==> config.mk <==
export PLATFORM = sky130hd
export DESIGN_NAME = uart_rxq
export DESIGN_NICKNAME = d
export VERILOG_FILES = /design/src/rtl/uart_rxq_pkg.sv /design/src/rtl/rxq_ring.sv /design/src/rtl/rxq_ctrl.sv /design/src/rtl/rxq_regmux.sv /design/src/rtl/uart_rxq.sv
export SDC_FILE = /design/constraint.sdc
export NUM_CORES = 1
export LEC_CHECK = 0
export ABC_AREA = 1
export BUFFER_PORTS_ARGS = -buffer_cell sky130_fd_sc_hd__buf_2
export CAP_MARGIN = 20
export CORE_MARGIN = 10
export CORE_UTILIZATION = 35
export DETAILED_ROUTE_END_ITERATION = 16
export HOLD_SLACK_MARGIN = 0.06
export MAX_ROUTING_LAYER = met4
export PLACE_DENSITY = 0.67
export SYNTH_ARGS = -nofsm -noshare
export SYNTH_HDL_FRONTEND = slang
export SYNTH_SLANG_ARGS = --single-unit
==> constraint.sdc <==
create_clock -name clk -period 2.2 [get_ports clk]
set_input_delay 0.11 -clock clk [delete_from_list [all_inputs] [get_ports clk]]
set_output_delay 0.11 -clock clk [all_outputs]
set_load 0.01 [all_outputs]
==> src/rtl/uart_rxq_pkg.sv <==
package uart_rxq_pkg;

    typedef enum logic [1:0] {
        RA_CTRL  = 2'd0,
        RA_LSTAT = 2'd1,
        RA_FSTAT = 2'd2,
        RA_DATA  = 2'd3
    } rxq_addr_e;

    localparam int EN_BIT       = 0;
    localparam int RX_FLUSH_BIT = 1;
    localparam int TX_FLUSH_BIT = 2;
    localparam int RX_TRIG_LSB  = 4;
    localparam int TX_TRIG_LSB  = 8;

    localparam int FST_RX_FULL  = 8;
    localparam int FST_RX_ERR   = 9;
    localparam int FST_TX_LSB   = 16;
    localparam int FST_TX_FULL  = 24;

    typedef struct packed {
        logic [2:0] tx_trig;
        logic [2:0] rx_trig;
        logic       fifo_en;
    } rxq_ctrl_t;

    // scale a 3-bit trigger field by depth/8
    function automatic logic [7:0] trig_level(input logic [2:0] field, input int depth);
        return 8'(int'(field) * (depth / 8));
    endfunction

    function automatic logic [31:0] ctrl_to_word(input rxq_ctrl_t c);
        logic [31:0] w;
        w = '0;
        w[EN_BIT] = c.fifo_en;
        w[RX_TRIG_LSB +: 3] = c.rx_trig;
        w[TX_TRIG_LSB +: 3] = c.tx_trig;
        return w;
    endfunction

endpackage

==> src/rtl/rxq_ring.sv <==
module rxq_ring #(
    parameter int DEPTH = 16,
    parameter int DW    = 8,
    localparam int AW   = (DEPTH > 1) ? $clog2(DEPTH) : 1,
    localparam int CW   = $clog2(DEPTH + 1)
) (
    input  logic          clk,
    input  logic          rst,
    input  logic          flush,
    input  logic          push,
    input  logic          pop,
    input  logic [DW-1:0] din,
    output logic [DW-1:0] dout,
    output logic [CW-1:0] count,
    output logic          empty,
    output logic          full
);

    logic [DW-1:0] mem [DEPTH];
    logic [AW-1:0] wptr, rptr;

    function automatic logic [AW-1:0] bump(input logic [AW-1:0] p);
        return (p == AW'(DEPTH - 1)) ? '0 : p + 1'b1;
    endfunction

    assign empty = (count == '0);
    assign full  = (count == CW'(DEPTH));
    assign dout  = mem[rptr];

    always_ff @(posedge clk) begin
        if (push) mem[wptr] <= din;
    end

    always_ff @(posedge clk) begin
        if (rst || flush) begin
            wptr  <= '0;
            rptr  <= '0;
            count <= '0;
        end else begin
            if (push) wptr <= bump(wptr);
            if (pop)  rptr <= bump(rptr);
            case ({push, pop})
                2'b10:   count <= count + 1'b1;
                2'b01:   count <= count - 1'b1;
                default: count <= count;
            endcase
        end
    end


    cnt_bound_chk: assert property (@(posedge clk) disable iff (rst)
        count <= CW'(DEPTH));


    no_overflow_chk: assert property (@(posedge clk) disable iff (rst)
        !(push && full && !pop));


    push_pop_hold_chk: assert property (@(posedge clk) disable iff (rst)
        (push && pop && !flush) |=> $stable(count));


    flush_empty_chk: assert property (@(posedge clk) disable iff (rst)
        flush |=> empty);

endmodule

==> src/rtl/rxq_ctrl.sv <==
module rxq_ctrl
    import uart_rxq_pkg::*;
(
    input  logic        clk,
    input  logic        rst,
    input  logic        wr_en,
    input  logic [31:0] wdata,
    output rxq_ctrl_t   ctrl,
    output logic        rx_flush,
    output logic        tx_flush
);

    logic unused_wbits;
    assign unused_wbits = ^{wdata[31:11], wdata[7], wdata[3]};

    // flush bits act during the write and are never stored
    assign rx_flush = wr_en && wdata[RX_FLUSH_BIT];
    assign tx_flush = wr_en && wdata[TX_FLUSH_BIT];

    always_ff @(posedge clk) begin
        if (rst) begin
            ctrl <= '0;
        end else if (wr_en) begin
            ctrl.fifo_en <= wdata[EN_BIT];
            ctrl.rx_trig <= wdata[RX_TRIG_LSB +: 3];
            ctrl.tx_trig <= wdata[TX_TRIG_LSB +: 3];
        end
    end


    ctrl_load_chk: assert property (@(posedge clk) disable iff (rst)
        wr_en |=> (ctrl.fifo_en == $past(wdata[EN_BIT])) &&
                  (ctrl.rx_trig == $past(wdata[RX_TRIG_LSB +: 3])));

endmodule

==> src/rtl/rxq_regmux.sv <==
module rxq_regmux
    import uart_rxq_pkg::*;
#(
    parameter int DEPTH = 16,
    localparam int CW   = $clog2(DEPTH + 1)
) (
    input  logic          rst,
    input  logic [1:0]    addr,
    input  rxq_ctrl_t     ctrl,
    input  logic          ready,
    input  logic [CW-1:0] count,
    input  logic          full,
    input  logic          err_sticky,
    input  logic [7:0]    tx_fill,
    input  logic          tx_full,
    input  logic [31:0]   data_word,
    output logic [31:0]   rdata
);

    logic [31:0] fstat;

    always_comb begin
        fstat = '0;
        fstat[7:0]              = full ? 8'd0 : 8'(count);
        fstat[FST_RX_FULL]      = full;
        fstat[FST_RX_ERR]       = err_sticky;
        fstat[FST_TX_LSB +: 8]  = tx_fill;
        fstat[FST_TX_FULL]      = tx_full;
    end

    always_comb begin
        case (rxq_addr_e'(addr))
            RA_CTRL:  rdata = ctrl_to_word(ctrl);
            RA_LSTAT: rdata = {31'd0, ready};
            RA_FSTAT: rdata = fstat;
            default:  rdata = data_word;
        endcase
    end


    always_comb begin
        if (!rst && full) begin
            full_zero_chk: assert (fstat[7:0] == 8'd0 && fstat[FST_RX_FULL]);
        end
    end

endmodule

==> src/rtl/uart_rxq.sv <==
module uart_rxq
    import uart_rxq_pkg::*;
#(
    parameter int DEPTH = 16,
    localparam int CW   = $clog2(DEPTH + 1)
) (
    input  logic        clk,
    input  logic        rst,
    input  logic        rx_valid,
    input  logic [7:0]  rx_byte,
    input  logic        reg_wr,
    input  logic        reg_rd,
    input  logic [1:0]  reg_addr,
    input  logic [31:0] reg_wdata,
    input  logic [7:0]  tx_fill,
    input  logic        tx_full,
    output logic [31:0] reg_rdata,
    output logic        rx_event,
    output logic        err_event,
    output logic        tx_flush,
    output logic [7:0]  rx_trig_lvl,
    output logic [7:0]  tx_trig_lvl
);

    rxq_ctrl_t     ctrl;
    logic          rx_flush;
    logic          push, pop, drop, under;
    logic [7:0]    q_dout;
    logic [CW-1:0] q_count;
    logic          q_empty, q_full;
    logic [7:0]    hold_byte;
    logic          hold_rdy;
    logic          err_sticky;
    logic          ready;
    logic          rd_data;
    logic [31:0]   data_word;

    rxq_ctrl u_ctrl (
        .clk      (clk),
        .rst      (rst),
        .wr_en    (reg_wr && (rxq_addr_e'(reg_addr) == RA_CTRL)),
        .wdata    (reg_wdata),
        .ctrl     (ctrl),
        .rx_flush (rx_flush),
        .tx_flush (tx_flush)
    );

    assign rd_data = reg_rd && (rxq_addr_e'(reg_addr) == RA_DATA);
    assign push    = ctrl.fifo_en && rx_valid && !q_full && !rx_flush;
    assign drop    = ctrl.fifo_en && rx_valid &&  q_full && !rx_flush;
    assign pop     = ctrl.fifo_en && rd_data && !q_empty && !rx_flush;
    assign under   = ctrl.fifo_en && rd_data && q_empty;

    rxq_ring #(.DEPTH(DEPTH), .DW(8)) u_ring (
        .clk   (clk),
        .rst   (rst),
        .flush (rx_flush),
        .push  (push),
        .pop   (pop),
        .din   (rx_byte),
        .dout  (q_dout),
        .count (q_count),
        .empty (q_empty),
        .full  (q_full)
    );

    // bypass holding register and event flags
    always_ff @(posedge clk) begin
        if (rst) begin
            hold_byte  <= '0;
            hold_rdy   <= 1'b0;
            err_sticky <= 1'b0;
            rx_event   <= 1'b0;
            err_event  <= 1'b0;
        end else begin
            if (!ctrl.fifo_en && rx_valid) begin
                hold_byte <= rx_byte;
                hold_rdy  <= 1'b1;
            end else if (!ctrl.fifo_en && rd_data) begin
                hold_rdy  <= 1'b0;
            end
            if (rx_flush)  err_sticky <= 1'b0;
            else if (drop) err_sticky <= 1'b1;
            rx_event  <= push || (!ctrl.fifo_en && rx_valid);
            err_event <= drop || under;
        end
    end

    assign ready = ctrl.fifo_en ? !q_empty : hold_rdy;

    always_comb begin
        if (!ctrl.fifo_en)  data_word = {24'd0, hold_byte};
        else if (q_empty)   data_word = '0;
        else                data_word = {24'd0, q_dout};
    end

    rxq_regmux #(.DEPTH(DEPTH)) u_mux (
        .rst        (rst),
        .addr       (reg_addr),
        .ctrl       (ctrl),
        .ready      (ready),
        .count      (q_count),
        .full       (q_full),
        .err_sticky (err_sticky),
        .tx_fill    (tx_fill),
        .tx_full    (tx_full),
        .data_word  (data_word),
        .rdata      (reg_rdata)
    );

    assign rx_trig_lvl = trig_level(ctrl.rx_trig, DEPTH);
    assign tx_trig_lvl = trig_level(ctrl.tx_trig, DEPTH);


    drop_err_chk: assert property (@(posedge clk) disable iff (rst)
        (ctrl.fifo_en && rx_valid && q_full && !rx_flush) |=> err_event);


    under_zero_chk: assert property (@(posedge clk) disable iff (rst)
        (rd_data && ctrl.fifo_en && q_empty) |-> (reg_rdata == 32'd0));


    bypass_ready_chk: assert property (@(posedge clk) disable iff (rst)
        (!ctrl.fifo_en && rx_valid) |=> hold_rdy);


    rx_event_src_chk: assert property (@(posedge clk) disable iff (rst)
        rx_event |-> $past(rx_valid));

endmodule

==> results by group, run 1 <==
Run status
  – Status: completed

Die
  – Die area: 0.0276 sq mm
  – Initial Utilization: 0.356
  – I/O pins: about 110
  – Core Region: about 0.021 sq mm
  – Die Wd: between 150 and 200 um
  – Die height: about 170 um
  – FP Rows: 53

Critical path
  – CP Launch Type: register
  – R2r setup slk: 0.11 ns
  – Cell Chain, Critical Path: buf_12, buf_12, a21oi_2, o21ai_1, nand3_1, nand3_2, nand2_2, nand2_1, nand2_1, nand2_1, o21ai_1, buf_2
  – Critical Path Sink: reg_rdata[2]
  – WP data required: about 2.1 ns
  – Setup CP Type: reg -> out
  – CP bufs+invs: 3
  – Max incr delay on CP: roughly 0.39 ns
  – Critical Path Stages: 12
  – Worst-path maximum fanout: 8
  – Worst path most repeated cell: nand2_1
  – Slowest CP cell: dfxtp_4
  – Critical R2R Launch: u_ring.count[3]
  – Critical R2R Capture: u_ring.mem[13][7]
  – Top delay family on crit path: simple AND/OR/NAND/NOR gates
  – WP data arrival: just over 2 ns
  – R2R cell count: 6
  – CP Capture Type: output port

Final layout
  – Synthesis-to-layout area growth: 19.1%
  – Layout cell share with drive strength beyond 1: 0.197
  – Final #Nets: 873
  – # fillers: approximately 1.9k
  – Final std cells w/o fill: between 1k and 1.5k
  – Most frequent cells in the layout: edfxtp_1, inv_1, nand2_1, buf_2, nor2_1
  – Most common cell after layout, fill and taps aside: edfxtp_1

GRT
  – Total grt overflow: 0
  – First-pass GRT wire length: around 26000 um
  – Grt met3 use: 0.0298
  – GR peak layer: met2
  – Met1 usage: 0.135
  – Initial antenna violation count: 1
  – Vias in the first global route: just under 5k
  – Largest net degree at the start of global routing: 38
  – GRT met2 Usage: 0.197
  – Global Route Usage Sum: 0.119

Synth
  – Synth unique cells: 38
  – Top cell type's share of synthesized area: 0.514
  – Area contributors post-synth: edfxtp_1, dfxtp_1, inv_1
  – Synth Flop Type: edfxtp_1
  – Post-Syn Area: between 0.007 and 0.008 sq mm
  – EDFF count, synth: between 100 and 150
  – Cell taking the most area after synthesis: edfxtp_1
  – Share of flip-flops with an asynchronous set or reset after synthesis: 0
  – Yosys warnings: 0
  – Synth Register Bits: between 150 and 200
  – Sequential cell area fraction in the yosys report: 0.611
  – Mean Syn Cell Area: between 10 and 15 sq um
  – Mapped Cells: between 700 and 800

Clock network
  – Clock-pin slew on the worst setup and hold paths: 0.06 ns
  – # H-tree levels: 4
  – TritonCTS clock tree: yes
  – CTS Root Cell: clkbuf_16
  – Clk Latency, worst-skew pair: 0.43 ns
  – Total CTS buffers: 17
  – Clock buffer depth: 2
  – Sink Count: between 150 and 200

Power and ir drop
  – Cell leakage power: around 3.5 nW
  – Pwr dens: 713 mW/mm^2
  – VDD IR max: approximately 0.54 mV

Routing
  – Residual DRC: 0
  – Drt via density: around 4.7
  – DRT iter0 DRCs: between 300 and 400
  – Routed len/inst: approximately 15 um
  – Routed Antenna Nets: 0
  – DRT Pass-1 Iters: 5
  – Final wirelength: approximately 17000 um
  – Routed vias: 5197

Timing
  – Achievable Freq: between 400 and 500 MHz
  – # setup viols final: 0
  – Final Critical Period: between 2 and 2.5 ns
  – Worst hold slack: 0.0769 ns
  – Unrepaired setup endpoints after global routing: true
  – Worst rel slew slack: 0.400
  – Final period util: 0.973
  – Clock Skew: approximately 0.0070 ns
  – Worst-Margin Slew: roughly 0.90 ns
  – Max Slew Vio Count: 0
  – Final Hold Viols: 0

Placement
  – Placed insts: roughly 1.0k
  – GP Congestion: 0.830
  – DP Wirelength: roughly 11000 um
  – I/O Buffers: around 60

Hold path
  – Worst Hold Class: in -> reg

Run
  – Max-Cap Viols: 0
## cells by family (layout without fill, tap and decap cells)
logic type | after synthesis | count (layout) | synth area share
compound gates | 152 | 152 | 0.118
xor+xnor | 7 | 7 | 0.00820
simple gates | 232 | 232 | 0.143
flops | 164 | 164 | 0.611
other cells | 1 | 23 | 0.000502
fa+ha+maj | 7 | 7 | 0.0117
buf+inv | 171 | 237 | 0.108
## final cells by class
| class | instances | area [sq um] | share of cell area |
|---|---|---|---|
| Clock inverter | 9 | 82.6 | 0.00927 |
| Timing Repair Buffer | 98 | 768 | 0.0862 |
| Multi-Input combinational cell | 420 | 2280 | 0.256 |
| Inverter | 109 | 418 | 0.0469 |
| Clock buffer | 21 | 440 | 0.0494 |
| Antenna cell | 1 | 2.50 | 0.000281 |
| Tap cell | 275 | 344 | 0.0386 |
| Sequential cell | 164 | 4570 | 0.513 |
## routing by layer
metal | vias up | wire length (um)
li1 | 2593 | -
met4 | 0 | 386
met3 | 28 | 851
met2 | 129 | 8520
met5 | - | 0
met1 | 2447 | 6980
## where the power goes
| part | total (mW) | switching [mW] | internal [mW] |
|---|---|---|---|
| registers | 3.38 | 0.0183 | 3.36 |
| clock network | 2.67 | 1.13 | 1.54 |
| logic | 0.302 | 0.198 | 0.104 |
| total | 6.36 | 1.35 | 5.00 |
## timing repair
action | CTS | global route
pin swaps | 1 | 17
endpoints found under the hold margin | 11 | 0
hold buffers | 9 | 0
resized for setup | 4 | 43
gates cloned | 1 | 4
buffers inserted | 4 | 2
setup endpoints to repair | 6 | 26
## worst min-delay path by stage
stage,from,endpoint,slack [ns],depth (start not counted)
detailed placement,rst,hold_rdy,0.35,2
global route,rx_byte[3],u_ring.mem[3][3],0.08,1
CTS,rx_byte[1],u_ring.mem[6][1],0.06,1
global placement,rst,hold_rdy,0.36,2
finish,rx_byte[1],u_ring.mem[6][1],0.08,1
floorplan,rst,err_event,0.18,1
## state kept, by name, indices dropped and copies added (netlist names), 4 cells and up, named ones only
| name | count |
|---|---|
| u_ring.mem | 128 |
| u_ring.wptr | 4 |
| u_ctrl.ctrl | 7 |
| hold_byte | 8 |
| u_ring.count | 5 |
| u_ring.rptr | 4 |
## cell usage after synthesis (4+ instances only)
cell type  instances
buf_2             15
nand3_4            4
clkbuf_1          11
ha_1               7
nand3_1           55
nor2_2             4
xor2_1             6
o211ai_1          38
nand2_1           94
edfxtp_1         128
dfxtp_1           36
nor2_1            61
buf_4             31
o21ai_0           52
a21oi_1           49
inv_1            105
## metrics by stage
| stage | setup TNS [ns] | instance area [sq um] | setup WS, ns | power (mW) | util |
|---|---|---|---|---|---|
| final | 0 | 8910 | 0.0595 | 6.36 | 0.424 |
| after CTS | 0 | 8690 | 0.00533 | 6.39 | 0.414 |
| after global routing | -0.469 | 8910 | -0.0702 | 6.56 | 0.424 |
| after detailed placement | 0 | 8000 | 0.136 | 3.73 | 0.380 |
| after floorplan | 0 | 7550 | 0.114 | 3.64 | - |
| after global placement | 0 | 8000 | 0.132 | 3.72 | 0.380 |
No activity file was read; power rests on OpenSTA's default activity.
==> run 2, diff against run 1 <==
--- a/config.mk
+++ b/config.mk
@@ -13,7 +13,8 @@
 export DETAILED_ROUTE_END_ITERATION = 16
 export HOLD_SLACK_MARGIN = 0.06
 export MAX_ROUTING_LAYER = met4
-export PLACE_DENSITY = 0.67
+export PLACE_DENSITY = 0.65
 export SYNTH_ARGS = -nofsm -noshare
 export SYNTH_HDL_FRONTEND = slang
+export SYNTH_HIERARCHICAL = 1
 export SYNTH_SLANG_ARGS = --single-unit
==> constraint.sdc (replaced) <==
create_clock -name clk -period 2.5 [get_ports clk]
set_input_delay 0.125 -clock clk [delete_from_list [all_inputs] [get_ports clk]]
set_output_delay 0.125 -clock clk [all_outputs]
set_load 0.01 [all_outputs]
==> results by group, run 2 <==
Run status
  – Status: completed (unchanged)

Timing
  – Worst-Margin Slew: 0.686 ns (was 0.896 ns)
  – Clock Skew: 0.00823 ns (was 0.00701 ns)
  – # setup viols final: 0 (unchanged)
  – Achievable Freq: between 400 and 500 MHz
  – Final period util: 0.950
  – Final Critical Period: roughly 2.4 ns
  – Worst rel slew slack: 0.542 (was 0.400)
  – Max Slew Vio Count: 0 (unchanged)
  – Final Hold Viols: 0 (unchanged)

Final layout
  – Final #Nets: 976 (was 873)
  – Largest register FFs: 128 (unchanged)
  – Most frequent cells in the layout: nand2_1, edfxtp_1, inv_1, nor2_1, nand3_1 (was edfxtp_1, inv_1, nand2_1, buf_2, nor2_1)
  – # fillers: 2024 (was 1920)
  – Layout cell share with drive strength beyond 1: 0.187 (was 0.197)
  – Antenna diode count: 0 (was 1)
  – Synthesis-to-layout area growth: 20.7% (was 19.1%)
  – Multi-input logic area: 0.00244 sq mm (was 0.00228 sq mm)
  – Largest regs: u_ring/mem: 128 flops, hold_byte: 8 flops, u_ctrl/ctrl: 7 flops (was u_ring.mem: 128 flops, hold_byte: 8 flops, u_ctrl.ctrl: 7 flops)
  – Final std cells w/o fill: 1199 (was 1097)
  – Post-route design area: 0.00918 sq mm (was 0.00891 sq mm)
  – Register Area: 0.00457 sq mm (about the same)
  – Most common cell after layout, fill and taps aside: nand2_1 (was edfxtp_1)
  – Reg with most FFs: u_ring/mem (was u_ring.mem)

Synth
  – Share of flip-flops with an asynchronous set or reset after synthesis: 0 (unchanged)
  – Sequential cell area fraction in the yosys report: 0.600 (was 0.611)
  – Synth Flop Type: edfxtp_1 (unchanged)
  – EDFF count, synth: 128 (unchanged)
  – Post-Syn Area: 0.00761 sq mm (was 0.00748 sq mm)
  – Top cell type's share of synthesized area: 0.505 (was 0.514)
  – Post-synthesis adder-cell area fraction: 0.0148 (was 0.0117)
  – Xor and xnor fraction of the mapped netlist area: 0.00460 (was 0.00820)
  – Area contributors post-synth: edfxtp_1, dfxtp_1, nand2_1 (was edfxtp_1, dfxtp_1, inv_1)
  – Synth top cells by count: nand2_1, edfxtp_1, inv_1 (was edfxtp_1, inv_1, nand2_1)
  – Synth unique cells: 39 (was 38)
  – Most common cell in the netlist: nand2_1 (was edfxtp_1)
  – Synth Register Bits: 164 (unchanged)
  – Mean Syn Cell Area: 9.66 sq um (was 10.2 sq um)
  – Simple-gate share of the synthesized area: 0.167 (was 0.143)
  – Yosys warnings: 6 (was 0)
  – Largest family of logic cells by synthesized area: simple AND/OR/NAND/NOR gates (unchanged)
  – Mapped Cells: 788 (was 734)
  – Cell taking the most area after synthesis: edfxtp_1 (unchanged)
  – Post-synthesis mux area share: 0 (unchanged)
  – Synth Area in Compound Gates: 0.110 (was 0.118)

Hold path
  – Hold Crit Start: reg_rd (was rx_byte[1])
  – Hold depth: 3 (was 1)
  – Worst Hold Class: in -> reg (unchanged)

GRT
  – Grt met3 use: 0.0265 (was 0.0298)
  – Total grt overflow: 0 (unchanged)
  – Met1 usage: 0.141 (was 0.135)
  – Global Route Usage Sum: 0.126 (was 0.119)
  – GRT met2 Usage: 0.215 (was 0.197)
  – GR peak layer: met2 (unchanged)
  – Vias in the first global route: 5351 (was 4839)
  – First-pass GRT wire length: 27800 um (was 25600 um)
  – Initial antenna violation count: 0 (was 1)
  – Largest net degree at the start of global routing: 65 (was 38)

Routing
  – Drt via density: 4.67 (was 4.74)
  – Routed Antenna Nets: 0 (unchanged)
  – DRT iter0 DRCs: 353 (was 370)
  – Routed vias: 5598 (was 5197)
  – DRT Pass-1 Iters: 4 (was 5)
  – Final wirelength: 17800 um (was 16700 um)
  – Residual DRC: 0 (unchanged)
  – Routed len/inst: 14.8 um (was 15.3 um)

Power and ir drop
  – Clock power share: 0.435 (was 0.420)
  – Int Power: 4.54 mW (was 5.00 mW)
  – VDD IR max: 0.480 mV (was 0.543 mV)
  – Cell leakage power: 3.74 nW (was 3.49 nW)
  – Logic pwr share: 0.054 (was 0.048)
  – NetSw: 1.28 mW (was 1.35 mW)
  – Net Sw Frac: 0.220 (was 0.213)
  – Sequential power share: 0.511 (was 0.532)
  – Total power: 5.81 mW (was 6.36 mW)
  – Pwr dens: 633 mW/mm^2 (was 713 mW/mm^2)

Clock network
  – Sink Count: 164 (unchanged)
  – Total CTS buffers: 17 (unchanged)
  – Clock buffer depth: 2 (unchanged)
  – Clock-pin slew on the worst setup and hold paths: 0.07 ns (was 0.06 ns)
  – # H-tree levels: 4 (unchanged)
  – CTS Root Cell: clkbuf_16 (unchanged)
  – TritonCTS clock tree: yes (unchanged)
  – Clk Latency, worst-skew pair: 0.43 ns (about the same)

Critical path
  – CP Launch Type: register (unchanged)
  – WP data required: 2.83 ns (was 2.09 ns)
  – Critical R2R Launch: u_ring/count[2] (was u_ring.count[3])
  – Slowest CP cell: or4_4 (was dfxtp_4)
  – Max incr delay on CP: 0.56 ns (was 0.39 ns)
  – Worst-path maximum fanout: 6 (was 8)
  – R2R cell count: 16 (was 6)
  – WP data arrival: 2.70 ns (was 2.03 ns)
  – CP Capture Type: register (was output port)
  – Cell Chain, Critical Path: or4_4, nor2_4, inv_1, nand2_2, nor3_2, inv_2, ha_4, nand2_2, inv_2, nor2_1, ha_1, inv_1, nand2_2, xor2_1, o21ai_1, inv_1 (was buf_12, buf_12, a21oi_2, o21ai_1, nand3_1, nand3_2, nand2_2, nand2_1, nand2_1, nand2_1, o21ai_1, buf_2)
  – Setup CP Type: reg -> reg (was reg -> out)
  – Crit path from: u_ring/count[2]

Placement
  – Post-DP Area: 0.00840 sq mm (was 0.00800 sq mm)
  – I/O Buffers: 61 (unchanged)
  – GP Congestion: 0.842 (was 0.830)
  – Placed insts: 1152 (was 1046)
  – DP Wirelength: 11700 um (was 10900 um)

Die
  – Core Region: 0.0212 sq mm (was 0.0210 sq mm)
  – FP Rows: 53 (unchanged)
  – I/O pins: 107 (unchanged)
  – Die Wd: 167 um (was 166 um)
  – Die area: 0.0280 sq mm (was 0.0276 sq mm)
  – Initial Utilization: 0.359 (was 0.356)
  – Die height: 167 um (was 166 um)

Run
  – Max-Cap Viols: 0 (unchanged)
==> run 2: changes by cell type in the layout (fill, tap and decap cells not counted), moves of 7 or more <==
cell / delta
conb_1: +12
nand3_1: +16
a21oi_2: -7
inv_1: +21
buf_4: +23
nand2_1: +57
o211ai_1: -16
o21ai_0: +9
nor2_1: +10
nand3_2: -7
o211ai_2: +10
o21ai_1: -14
==> run 2: logic make-up after synthesis <==
| logic type | after synthesis |
|---|---|
| xor gates and xnor gates | 4 |
| AOI/OAI and AO/OA | 134 |
| buffers and inverters | 173 |
| DFF | 164 |
| and+or+nand+nor | 303 |
| other | 1 |
| adders and majority gates | 9 |
==> run 2: final timing paths <==
kind,to,slack [ns]
hold reg to reg,err_sticky,0.46
setup / recovery,u_ring/count[2],0.13
hold / removal,err_event,0.08
setup reg to reg,u_ring/count[2],0.13
==> run 2: critical path, delay by kind of cell, from the launching register on <==
family	cells	cell delay, ns
buf+inv	5	0.32
flops	1	0.32
simple gates	7	1.00
fa+ha+maj	2	0.35
compound gates	1	0.12
xor+xnor	1	0.16
==> run 2: through the flow <==
step | hold slack [ns] | worst slack (ns) | setup TNS, ns | util
final | 0.0793 | 0.126 | 0 | 0.433
after global routing | 0.0858 | -0.0390 | -0.0729 | 0.433
after CTS | 0.0679 | 0.0265 | 0 | 0.428
after detailed placement | 0.380 | 0.0371 | 0 | 0.396
after global placement | 0.374 | 0.107 | 0 | 0.396
after floorplan | 0.194 | 0.0202 | 0 | -
==> run 2: repair_timing <==
action	in CTS	in global routing
setup endpoints to repair	7	8
setup buffers	1	4
hold endpoints to repair	11	0
pin swaps	0	6
resized for setup	0	15
hold buffers	10	0
==> run 2: power by group through the flow <==
stage               Clock, mW  Combinational, mW  Sequential, mW
finish                   2.53              0.315            2.97
global route             2.66              0.355            2.97
CTS                      2.56              0.308            2.97
detailed placement          0              0.292            3.03
global placement            0              0.290            3.03
floorplan                   0              0.176            3.03
==> run 2: metal layers <==
layer	part of all wire	wire, um
met1	0.42	7450
met2	0.52	9220
met3	0.039	687
met4	0.023	400
met5	0	0
==> run 2: cell type report <==
| class | instances | area share |
|---|---|---|
| clock inverters | 13 | 0.0146 |
| multi-input cells | 484 | 0.266 |
| inverters | 131 | 0.0541 |
| well taps | 275 | 0.0375 |
| clock buffers | 19 | 0.0472 |
| repair buffers | 113 | 0.0829 |
| flip-flops and latches | 164 | 0.498 |
==> run 3, diff against run 2 <==
--- a/config.mk
+++ b/config.mk
@@ -8,12 +8,14 @@
 export ABC_AREA = 1
 export BUFFER_PORTS_ARGS = -buffer_cell sky130_fd_sc_hd__buf_2
 export CAP_MARGIN = 20
+export CELL_PAD_IN_SITES_DETAIL_PLACEMENT = 0
+export CELL_PAD_IN_SITES_GLOBAL_PLACEMENT = 2
 export CORE_MARGIN = 10
 export CORE_UTILIZATION = 35
 export DETAILED_ROUTE_END_ITERATION = 16
 export HOLD_SLACK_MARGIN = 0.06
 export MAX_ROUTING_LAYER = met4
-export PLACE_DENSITY = 0.65
+export PLACE_DENSITY = 0.75
 export SYNTH_ARGS = -nofsm -noshare
 export SYNTH_HDL_FRONTEND = slang
 export SYNTH_HIERARCHICAL = 1
==> results by group, run 3 (synthesis results as in run 2) <==
Run status
  – Status: completed (unchanged)

Final layout
  – Largest regs: u_ring/mem: 128 flops, hold_byte: 8 flops, u_ctrl/ctrl: 7 flops (unchanged)
  – Reg with most FFs: u_ring/mem (unchanged)
  – Synthesis-to-layout area growth: 19.3% (was 20.7%)
  – Post-route design area: 0.00908 sq mm (was 0.00918 sq mm)
  – Layout cell share with drive strength beyond 1: 0.171 (was 0.187)
  – Most common cell after layout, fill and taps aside: nand2_1 (unchanged)
  – # fillers: 2103 (was 2024)
  – Most frequent cells in the layout: nand2_1, edfxtp_1, inv_1, nor2_1, nand3_1 (unchanged)
  – Antenna diode count: 0 (unchanged)
  – Final #Nets: 956 (was 976)
  – Largest register FFs: 128 (unchanged)
  – Final std cells w/o fill: 1179 (was 1199)
  – Finished Core Util: 0.428 (was 0.433)

Clock network
  – TritonCTS clock tree: yes (unchanged)
  – Clock buffer depth: 2 (unchanged)
  – Clock-pin slew on the worst setup and hold paths: 0.07 ns (about the same)
  – # H-tree levels: 4 (unchanged)
  – Clk Latency, worst-skew pair: 0.42 ns (was 0.43 ns)
  – Sink Count: 164 (unchanged)
  – Total CTS buffers: 17 (unchanged)
  – CTS Root Cell: clkbuf_16 (unchanged)

GRT
  – Vias in the first global route: 5334 (was 5351)
  – Initial antenna violation count: 0 (unchanged)
  – Total grt overflow: 0 (unchanged)
  – First-pass GRT wire length: 29200 um (was 27800 um)
  – Largest net degree at the start of global routing: 65 (unchanged)
  – Global Route Usage Sum: 0.134 (was 0.126)

Die
  – I/O pins: 107 (unchanged)
  – FP Rows: 53 (unchanged)
  – Initial Utilization: 0.359 (unchanged)
  – Die area: 0.0280 sq mm (unchanged)
  – Die height: 167 um (unchanged)
  – Core Region: 0.0212 sq mm (unchanged)
  – Die Wd: 167 um (unchanged)

Timing
  – Worst rel slew slack: 0.321 (was 0.542)
  – Worst-Margin Slew: 1.01 ns (was 0.686 ns)
  – Final Hold Viols: 0 (unchanged)
  – Unrepaired setup endpoints after global routing: true
  – Max Slew Vio Count: 0 (unchanged)
  – Final period util: 0.953 (was 0.950)
  – Final Critical Period: 2.38 ns (was 2.37 ns)
  – Achievable Freq: 420 MHz (was 421 MHz)
  – Final setup TNS: 0 ns (unchanged)
  – Clock Skew: 0.0104 ns (was 0.00823 ns)
  – # setup viols final: 0 (unchanged)

Routing
  – Routed vias: 5538 (was 5598)
  – DRT iter0 DRCs: 388 (was 353)
  – Drt via density: 4.70 (was 4.67)
  – Routed Antenna Nets: 0 (unchanged)
  – DRT Pass-1 Iters: 5 (was 4)
  – Routed len/inst: 15.9 um (was 14.8 um)
  – Residual DRC: 0 (unchanged)
  – Final wirelength: 18800 um (was 17800 um)

Hold path
  – Worst Hold Class: in -> reg (unchanged)
  – Hold Crit Start: rx_byte[0] (was reg_rd)

Placement
  – Placed insts: 1134 (was 1152)
  – GP Congestion: 0.833 (was 0.842)
  – DP Wirelength: 12900 um (was 11700 um)
  – I/O Buffers: 61 (unchanged)
  – Post-DP Area: 0.00830 sq mm (was 0.00840 sq mm)

Critical path
  – WP data required: 2.55 ns (was 2.83 ns)
  – Critical R2R Launch: u_ring/count[4] (was u_ring/count[2])
  – Crit path from: u_ring/count[4] (was u_ring/count[2])
  – Worst-path maximum fanout: 8 (was 6)
  – Setup CP Type: reg -> reg (unchanged)
  – CP Capture Type: register (unchanged)
  – WP data arrival: 2.43 ns (was 2.70 ns)
  – CP Launch Type: register (unchanged)

Power and ir drop
  – Pwr dens: 654 mW/mm^2 (was 633 mW/mm^2)
  – VDD IR max: 0.419 mV (was 0.480 mV)
  – Cell leakage power: 3.66 nW (was 3.74 nW)

Run
  – Max-Cap Viols: 0 (unchanged)
run 3: path summary, 6_finish.rpt:
path | to | slack, ns | depth (start not counted)
hold reg to reg | err_sticky | 0.45 | 2
setup / recovery | u_ring/mem[3][6] | 0.12 | 8
setup reg to reg | u_ring/mem[3][6] | 0.12 | 8
hold / removal | u_ring/mem[1][0] | 0.09 | 1
run 3: report_power, final:
group	switching [mW]	internal, mW
Sequential	0.0146	2.96
Clock	1.14	1.51
Combinational	0.207	0.110
run 3: metal layers:
layer | part of all wire | track usage
met1 | 0.45 | 0.164
met2 | 0.50 | 0.219
met3 | 0.038 | 0.0302
met4 | 0.010 | 0.0356
met5 | 0 | -
run 3: cell type report:
type | instances | area (sq um) | area share
clock buffers | 18 | 429 | 0.0473
inverters | 131 | 497 | 0.0547
repair buffers | 93 | 638 | 0.0703
well taps | 275 | 344 | 0.0379
multi-input cells | 484 | 2430 | 0.268
flip-flops and latches | 164 | 4570 | 0.503
clock inverters | 14 | 168 | 0.0185
run 3: what timing repair did:
| item | 4_1_cts | 5_1_grt |
|---|---|---|
| hold buffers | 10 | 0 |
| setup buffers | 0 | 3 |
| endpoints found under the setup margin | 0 | 45 |
| resized for setup | 0 | 13 |
| endpoints found under the hold margin | 11 | 0 |
run 3: through the flow:
stage / setup WS (ns) / total power, mW / hold WS [ns]
floorplan: 0.0202 / 3.21 / 0.194
global placement: 0.0586 / 3.33 / 0.374
detailed placement: 0.0400 / 3.33 / 0.380
CTS: 0.00364 / 5.99 / 0.0780
global route: -0.0507 / 6.16 / 0.0897
finish: 0.118 / 5.94 / 0.0892
run 3: worst max-delay path, cell delays in order, from the launching register on:
cell,delay [ns]
dfxtp_1,0.37
inv_1,0.14
nor2_4,0.04
inv_1,0.06
nand2_2,0.06
nor3_2,0.18
buf_4,0.18
nand2_1,0.16
nor2_1,0.82
